==> config.mk <==
export PLATFORM = sky130hd
export DESIGN_NAME = deltaIddqScreen
export DESIGN_NICKNAME = d
export VERILOG_FILES = /design/src/rtl/deltaIddqPkg.sv /design/src/rtl/dqCtrl.sv /design/src/rtl/dqDatapath.sv /design/src/rtl/deltaIddqScreen.sv
export SDC_FILE = /design/constraint.sdc
export NUM_CORES = 1
export LEC_CHECK = 0
export BUFFER_PORTS_ARGS = -buffer_cell sky130_fd_sc_hd__buf_2
export CAP_MARGIN = 20
export CORE_MARGIN = 2
export CORE_UTILIZATION = 50
export CTS_CLUSTER_DIAMETER = 30
export DETAILED_ROUTE_END_ITERATION = 10
export PLACE_DENSITY_LB_ADDON = 0.08
export SLEW_MARGIN = 20
export SYNTH_ARGS = -nofsm -noshare
export SYNTH_HDL_FRONTEND = slang
export SYNTH_SLANG_ARGS = --single-unit
==> constraint.sdc <==
create_clock -name clk -period 6 [get_ports clk]
set_input_delay 0.9 -clock clk [delete_from_list [all_inputs] [get_ports clk]]
set_output_delay 0.9 -clock clk [all_outputs]
set_load 0.1 [all_outputs]
==> src/rtl/deltaIddqPkg.sv <==
package deltaIddqPkg;

  typedef enum logic [1:0] {
    ST_IDLE   = 2'd0,
    ST_WAIT   = 2'd1,
    ST_SETTLE = 2'd2
  } ctrlState_t;

  typedef struct packed {
    logic clear;
    logic capture;
  } ctlStrobes_t;

endpackage

==> src/rtl/dqCtrl.sv <==
module dqCtrl
  import deltaIddqPkg::*;
#(
  parameter int SETTLE_W = 24,
  parameter int SUPPLY_W = 2
) (
  input  logic                clk,
  input  logic                rstN,
  input  logic                runStart,
  input  logic [SUPPLY_W-1:0] supplySel,
  input  logic                vecApplied,
  input  logic                sampleValid,
  input  logic [SETTLE_W-1:0] settleCycles,
  output ctlStrobes_t         ctl,
  output logic                protoErr,
  output logic [SUPPLY_W-1:0] runSupply
);

  ctrlState_t          state;
  logic [SETTLE_W-1:0] settleCnt;
  logic                running;
  logic                settled;
  logic                earlySample;

  always_comb begin
    running     = (state != ST_IDLE);
    settled     = (state == ST_SETTLE) && (settleCnt == '0);
    ctl.clear   = runStart;
    ctl.capture = settled && sampleValid && !vecApplied && !runStart;
    earlySample = (state == ST_SETTLE) && (settleCnt != '0) && sampleValid
                  && !vecApplied && !runStart;
  end

  always_ff @(posedge clk or negedge rstN) begin
    if (!rstN) begin
      state     <= ST_IDLE;
      settleCnt <= '0;
      protoErr  <= 1'b0;
      runSupply <= '0;
    end else if (runStart) begin
      state     <= ST_WAIT;
      settleCnt <= '0;
      protoErr  <= 1'b0;
      runSupply <= supplySel;
    end else if (running && vecApplied) begin
      state     <= ST_SETTLE;
      settleCnt <= settleCycles;
    end else if (ctl.capture) begin
      state <= ST_WAIT;
    end else begin
      if (state == ST_SETTLE && settleCnt != '0) settleCnt <= settleCnt - 1'b1;
      if (earlySample) protoErr <= 1'b1;
    end
  end

  // a strobe during a run reloads the settling count
  a_r10_reload: assert property (@(posedge clk) disable iff (!rstN)
    running && vecApplied && !runStart |=>
      (state == ST_SETTLE) && (settleCnt == $past(settleCycles)));

  // the settling count falls by one each cycle while untouched
  a_r3_countdown: assert property (@(posedge clk) disable iff (!rstN)
    (state == ST_SETTLE) && (settleCnt != '0) && !vecApplied && !runStart |=>
      settleCnt == $past(settleCnt) - 1'b1);

  // an early sample raises the protocol error
  a_r9_early_flag: assert property (@(posedge clk) disable iff (!rstN)
    earlySample |=> protoErr);

  // supply held for the run
  a_r11_supply_hold: assert property (@(posedge clk) disable iff (!rstN)
    !runStart |=> $stable(runSupply));

endmodule

==> src/rtl/dqDatapath.sv <==
module dqDatapath
  import deltaIddqPkg::*;
#(
  parameter int SAMPLE_W = 16,
  parameter int IDX_W    = 16
) (
  input  logic                clk,
  input  logic                rstN,
  input  ctlStrobes_t         ctl,
  input  logic [SAMPLE_W-1:0] sampleData,
  input  logic [SAMPLE_W-1:0] threshold,
  output logic                vecDone,
  output logic                vecFail,
  output logic                stickyFail,
  output logic [IDX_W-1:0]    firstFailIdx
);

  localparam int DIFF_W = SAMPLE_W + 1;

  logic [SAMPLE_W-1:0]      prevSample;
  logic                     havePrev;
  logic [IDX_W-1:0]         vecIdx;
  logic signed [DIFF_W-1:0] diff;
  logic [DIFF_W-1:0]        diffMag;
  logic                     overLimit;

  always_comb begin
    diff      = $signed({1'b0, sampleData}) - $signed({1'b0, prevSample});
    diffMag   = diff[DIFF_W-1] ? DIFF_W'(-diff) : DIFF_W'(diff);
    overLimit = diffMag > {1'b0, threshold};
  end

  always_ff @(posedge clk or negedge rstN) begin
    if (!rstN) begin
      prevSample   <= '0;
      havePrev     <= 1'b0;
      vecIdx       <= '0;
      vecDone      <= 1'b0;
      vecFail      <= 1'b0;
      stickyFail   <= 1'b0;
      firstFailIdx <= '0;
    end else if (ctl.clear) begin
      prevSample   <= '0;
      havePrev     <= 1'b0;
      vecIdx       <= '0;
      vecDone      <= 1'b0;
      vecFail      <= 1'b0;
      stickyFail   <= 1'b0;
      firstFailIdx <= '0;
    end else begin
      vecDone <= 1'b0;
      vecFail <= 1'b0;
      if (ctl.capture) begin
        prevSample <= sampleData;
        havePrev   <= 1'b1;
        if (vecIdx != '1) vecIdx <= vecIdx + 1'b1;
        if (havePrev) begin
          vecDone <= 1'b1;
          vecFail <= overLimit;
          if (overLimit) begin
            stickyFail <= 1'b1;
            if (!stickyFail) firstFailIdx <= vecIdx;
          end
        end
      end
    end
  end

  // the seeding sample never produces a comparison
  a_r4_seed_silent: assert property (@(posedge clk) disable iff (!rstN)
    ctl.capture && !havePrev && !ctl.clear |=> !vecDone);

  // every later capture yields a comparison strobe
  a_r6_done_follows: assert property (@(posedge clk) disable iff (!rstN)
    ctl.capture && havePrev && !ctl.clear |=> vecDone);

  // a fail flag never appears without its strobe
  a_r6_fail_with_done: assert property (@(posedge clk) disable iff (!rstN)
    vecFail |-> vecDone);

  // sticky flag and first index hold until cleared
  a_r7_sticky_hold: assert property (@(posedge clk) disable iff (!rstN)
    stickyFail && !ctl.clear |=> stickyFail && $stable(firstFailIdx));

endmodule

==> src/rtl/deltaIddqScreen.sv <==
module deltaIddqScreen
  import deltaIddqPkg::*;
#(
  parameter int SAMPLE_W = 16,
  parameter int IDX_W    = 16,
  parameter int SETTLE_W = 24,
  parameter int SUPPLY_W = 2
) (
  input  logic                clk,
  input  logic                rstN,
  input  logic                runStart,
  input  logic [SUPPLY_W-1:0] supplySel,
  input  logic                vecApplied,
  input  logic                sampleValid,
  input  logic [SAMPLE_W-1:0] sampleData,
  input  logic [SAMPLE_W-1:0] threshold,
  input  logic [SETTLE_W-1:0] settleCycles,
  output logic                vecDone,
  output logic                vecFail,
  output logic                stickyFail,
  output logic [IDX_W-1:0]    firstFailIdx,
  output logic                protoErr,
  output logic [SUPPLY_W-1:0] runSupply
);

  ctlStrobes_t ctl;

  dqCtrl #(.SETTLE_W(SETTLE_W), .SUPPLY_W(SUPPLY_W)) i_ctrl (
    .clk(clk), .rstN(rstN), .runStart(runStart), .supplySel(supplySel),
    .vecApplied(vecApplied), .sampleValid(sampleValid),
    .settleCycles(settleCycles), .ctl(ctl), .protoErr(protoErr),
    .runSupply(runSupply)
  );

  dqDatapath #(.SAMPLE_W(SAMPLE_W), .IDX_W(IDX_W)) i_dp (
    .clk(clk), .rstN(rstN), .ctl(ctl), .sampleData(sampleData),
    .threshold(threshold), .vecDone(vecDone), .vecFail(vecFail),
    .stickyFail(stickyFail), .firstFailIdx(firstFailIdx)
  );

endmodule

==> results of run 1 <==
[state kept, by name (all words and copies together) (netlist names)]
signal / cells
i_ctrl.settleCnt: 24
i_dp.havePrev: 1
i_dp.stickyFail: 1
i_ctrl.runSupply: 2
i_dp.prevSample: 16
i_dp.firstFailIdx: 16
i_ctrl.protoErr: 1
i_dp.vecFail: 1
i_dp.vecIdx: 16
i_ctrl.state: 2
i_dp.vecDone: 1
[stage by stage]
stage / worst slack (ps) / power (mW) / std cells / hold WS (ps)
final: 438 / 1.32 / 855 / 504
after global routing: 69.1 / 1.41 / 855 / 527
after CTS: 439 / 1.33 / 855 / 510
after global placement: 192 / 0.951 / 839 / 480
after detailed placement: 52.3 / 0.963 / 839 / 490
after floorplan: 649 / 0.860 / 638 / 471
[kinds of logic (layout without fill, tap and decap cells)]
logic type      Yosys count  after routing  synth area share [%]
mux                       3              3                 0.611
compound gates          192            192                  22.4
buf+inv                  71            152                  5.17
simple gates            223            223                  19.9
xor+xnor                 32             32                  5.26
fa+ha+maj                36             36                  8.60
flops                    81             81                  38.1
[area by class of cell]
class	instances	area, µm²	share of cell area (%)
tap	136	170	2.81
clock inverter	7	53.8	0.888
multi-input combinational	486	3030	50.1
clock buffer	9	124	2.04
sequential	81	2030	33.4
timing repair buffer	89	477	7.86
inverter	47	176	2.91
[cell usage after synthesis (3+ instances only)]
cell type | number | area, µm²
a21oi_1 | 65 | 325
a211oi_1 | 6 | 45.0
o21ai_0 | 54 | 270
or3_1 | 10 | 62.6
nor4_1 | 8 | 50.1
nand4_1 | 10 | 62.6
clkbuf_1 | 21 | 78.8
nor2b_1 | 4 | 25.0
nor3_1 | 13 | 65.1
inv_1 | 47 | 176
ha_1 | 35 | 438
a32oi_1 | 7 | 61.3
nand2_1 | 65 | 244
dfrtp_1 | 81 | 2030
a22oi_1 | 9 | 67.6
xor2_1 | 20 | 175
nor2_1 | 70 | 263
nand3_1 | 13 | 65.1
nand2b_1 | 6 | 37.5
a31oi_1 | 6 | 37.5
and4_1 | 3 | 26.3
and3_1 | 6 | 37.5
xnor2_1 | 12 | 105
and2_1 | 4 | 25.0
a21o_1 | 13 | 97.6
a22o_1 | 16 | 140
[metal layers]
| layer | track usage (%) | share of wire, % | vias up |
|---|---|---|---|
| met5 | 0 | 0 | - |
| met4 | 8.16 | 1.7 | 0 |
| met3 | 3.22 | 4.4 | 17 |
| met2 | 38.6 | 49 | 104 |
| met1 | 27.7 | 45 | 2294 |
| li1 | - | - | 2428 |
[worst reg2reg max path: cells and delay by family, from the launching register on]
family	cells	cell delay [ps]
AND/OR/NAND/NOR	7	2330
XOR/XNOR	2	310
adder cells (fa/ha/maj)	3	920
AO/OA/AOI/OAI	7	1270
flip-flops	1	390
[where the power goes]
part           internal [mW]  total [mW]  switching (mW)
Combinational          0.134       0.348           0.214
Sequential             0.576       0.604          0.0273
Clock                  0.153       0.365           0.213
Total                  0.863        1.32           0.454
[path summary, 6_finish.rpt]
kind,endpoint,slack (ps),depth (start not counted)
max,i_dp.firstFailIdx[12],440,21
min,i_dp.firstFailIdx[8],500,1
max reg2reg,i_dp.firstFailIdx[12],720,19
min reg2reg,i_dp.firstFailIdx[8],500,1
max in group asynchronous,i_dp.vecIdx[9],4920,1
min in group asynchronous,i_ctrl.settleCnt[10],560,1
==> metrics.txt, run 1 <==
Crit Path Category in -> reg; first-pass GRT wire length just over 20 mm; largest net degree at the start of global routing 82; Async SR Flop Fraction 100%; DRC 0; share of layout cells above drive strength 1 ~16%; clk_skew 17.6 ps; CTS tree built; Filler cells 965; DR WL/cell between 10 and 15 µm; Vias/cell 5.66; CP arrival roughly 5900 ps; Clk pin slew, worst setup/hold paths 80 ps; status completed; crit-path max cell delay between 700 and 800 ps; Placement Cell Area about 5900 µm²; final max-slew violation count 0; commonest non-fill, non-tap cell in the layout buf_2; LEAKAGE 2.83 nW; Buffers on Ports 84; pwr/cell area 217 nW/µm²; htree depth 3; critical path's top delay family simple AND/OR/NAND/NOR gates; Cell Chain, Critical Path buf_2, inv_1, ha_1, fa_1, nand2b_1, a211oi_1, nor2b_1, xnor2_1, or3b_2, or3_1, and4b_1, a21oi_1, xnor2_1, ha_1, nand3_1, o21ai_0, a21oi_1, a31o_2, o41a_1, nor3_2, a22o_1; CTS Sinks 81; Synth Flop Type dfrtp_1; synthesized cell area 5320 µm²; routability cong. 0.854; Mean Syn Cell Area 8.34 µm²; area delta synth->final 13.9%; Overall Global Routing Usage 22.1%; Min-Delay Path Class reg -> reg; initial DRC count 328; clk buf depth 2; Buf+Inv Stages, Crit Path 2; # setup viols final 0; Post-CTS Hold Buffers 0; CP max FO 16; Synth Register Bits slightly above 80; Vert. Die Dim 107 µm; die span in x 107 µm; WP data required 6290 ps; max-cap viol count 0; clock root buffer clkbuf_8; crit end category flop; final worst path period need 5560 ps; RSZ-0062 raised after global routing no; Slew @ Worst Pin 1040 ps; Final Hold Viols 0; IO Pins 85; maximum VDD drop 0.132 mV; ANT nets after route 0; initial antenna violation count 0; Num CTS Buffers 9; syn nets ~740; setup bufs post-CTS 0; Post-CTS Resized 0; nets@finish 813; die footprint ~11000 µm²; sequential share of the synthesized area 38.1%; core box area roughly 10000 µm²; fin area 6060 µm²; share of the clock period used by the worst path 92.7%; Cells after Synth 638; most frequent cells in the layout buf_2 (83), dfrtp_1 (81), nor2_1 (70), a21oi_1 (65), nand2_1 (65); Starting Density 51.6%; hold_sp i_dp.firstFailIdx[8]; Post-Route WL about 12 mm; headroom to the max-slew limit 30.7%; Inserted Diodes 0; Post-synth EDFFs 0; cell row count 37; total gr overflow 0; FF-to-FF Start i_dp.prevSample[0]; CP Launch Type primary input; synth warn 0; Detailed Place HPWL 9.10 mm; post-route core utilization 58.7%; setup TNS 0 ps; Fmax achieved 0.180 GHz; number of global-route vias before repair 4589; synth unique cells 52; DRT Pass-1 Iters 4; CP max-delay cell nor3_2; clk_lat worst skew 360 ps; Crit. Startpoint sampleData[0]; number of vias in the routed layout around 4800
No activity file was read; power rests on OpenSTA's default activity.
==> run 2, diff against run 1 <==
Settings changed: PLACE_DENSITY set to 0.72, PLACE_DENSITY_LB_ADDON 0.08 to unset.
==> run 2 against run 1 <==
  * Wire length about the same
  * First-iteration DRC count is 23% lower
  * Clock skew is 6.9 ps lower
  * Combinational power about the same
  * Clock-buffer cell count stayed put
  * Sequential share of layout area down 0.16 points
  * Global-route usage fell by 0.56 points
  * Sequential power about the same
  * Critical path depth did not move
  * Final area up 0.47%
==> metrics.txt, run 2 (synthesis results as in run 1) <==
status completed; Post-CTS Resized 0; final max-slew violation count 0; setup bufs post-CTS 0; RSZ-0062 raised after global routing no; Crit Path Category in -> reg; initial DRC count around 250; Min-Delay Path Class reg -> reg; most frequent cells in the layout buf_2 (83), dfrtp_1 (81), nor2_1 (70), a21oi_1 (65), nand2_1 (65); clock root buffer clkbuf_8; CP max FO 16; Buffers on Ports 84; number of vias in the routed layout approximately 4800; number of global-route vias before repair 4407; area delta synth->final 14.4%; Vias/cell 5.63; DRT Pass-1 Iters 4; Largest Register i_ctrl.settleCnt; pwr/cell area 228 nW/µm²; critical path's top delay family simple AND/OR/NAND/NOR gates; CTS Sinks 81; crit end category flop; CP arrival 5860 ps; Cell Chain, Critical Path buf_2, inv_1, ha_1, fa_1, nand2b_1, a211oi_1, nor2b_1, xnor2_1, or3b_2, or3_1, and4b_1, a21oi_1, xnor2_1, ha_1, nand3_1, o21ai_0, a21oi_1, a31o_2, o41a_1, nor3_2, a22o_1; ANT nets after route 0; first-pass GRT wire length 20.0 mm; WP data required 6290 ps; largest net degree at the start of global routing 82; Num CTS Buffers 9; metal3 WL 522 µm; clk_skew approximately 11 ps; nets@finish 813; Placement Cell Area around 5900 µm²; Starting Density about half; crit-path max cell delay slightly below 800 ps; Buf+Inv Stages, Crit Path 2; Post-Route WL around 12 mm; LEAKAGE roughly 2.9 nW; CTS tree built; share of layout cells above drive strength 1 15.9%; Overall Global Routing Usage 21.5%; Vert. Die Dim 107 µm; DR WL/cell 14.3 µm; Inserted Diodes 0; DRC 0; initial antenna violation count 0; Slew @ Worst Pin roughly 1100 ps; Final Hold Viols 0; commonest non-fill, non-tap cell in the layout buf_2; WL met1 roughly 5.9 mm; headroom to the max-slew limit 29.5%; setup ws final 434 ps; routability cong. about 0.9; setup TNS 0 ps; total gr overflow 0; maximum VDD drop around 0.16 mV; share of the clock period used by the worst path 92.8%; IO Pins 85; Post-CTS Hold Buffers 0; die span in x ~110 µm; Fmax achieved 0.180 GHz; CP Launch Type primary input; max-cap viol count 0; cell row count 37; # setup viols final 0; fin area 6090 µm²; final worst path period need ~5600 ps; htree depth 3; uppermost layer routed met4; Clk pin slew, worst setup/hold paths 80 ps; clk buf depth 2; CP max-delay cell nor3_2; die footprint 11500 µm²; routed wl met2 5.66 mm; max FFs per register 24; dpl ws 70.4 ps; core box area ~10000 µm²; clk_lat worst skew ~360 ps; Detailed Place HPWL between 8 and 9 mm
-- run 2: final timing paths --
path | startpoint | endpoint | slack, ps | cells past startpoint
setup / recovery | sampleData[0] | i_dp.firstFailIdx[0] | 430 | 21
hold / removal | i_ctrl.protoErr | i_ctrl.protoErr | 500 | 2
setup reg to reg | i_dp.prevSample[0] | i_dp.firstFailIdx[0] | 740 | 19
hold reg to reg | i_ctrl.protoErr | i_ctrl.protoErr | 500 | 2
max in group asynchronous | rstN | i_dp.firstFailIdx[5] | 4930 | 1
min in group asynchronous | rstN | i_ctrl.settleCnt[11] | 580 | 1
-- run 2: through the flow --
| stage | hold slack (ps) | std cells | power [mW] | utilization [%] |
|---|---|---|---|---|
| 6_report | 496 | 855 | 1.39 | 59.0 |
| 5_1_grt | 518 | 855 | 1.47 | 59.0 |
| 4_1_cts | 506 | 855 | 1.40 | 59.0 |
| 3_5_place_dp | 486 | 839 | 0.961 | 56.8 |
| 3_3_place_gp | 482 | 839 | 0.948 | 56.8 |
| 2_1_floorplan | 471 | 638 | 0.860 | - |
-- run 2: final cells by class --
cell class              instances  area [µm²]
fillers                       927        4230
multi-input cells             486        3030
flip-flops and latches         81        2030
repair buffers                 89         464
inverters                      47         176
well taps                     136         170
clock buffers                   9         124
clock inverters                 7        95.1
-- run 2: power breakdown --
part | switching (mW) | internal, mW
logic | 0.217 | 0.132
registers | 0.0278 | 0.576
clock network | 0.204 | 0.234
-- run 2: metal layers --
layer	global-route usage, %	vias up
met1	30.0	2280
met2	34.1	91
li1	-	2429
met4	5.84	0
met5	0	-
met3	4.56	13
-- run 2: worst register-to-register path, delay by kind of cell, from the launching register on --
family	cells	cell delay, ps
compound gates	7	1260
xor+xnor	2	300
fa+ha+maj	3	940
flops	1	390
simple gates	7	2310
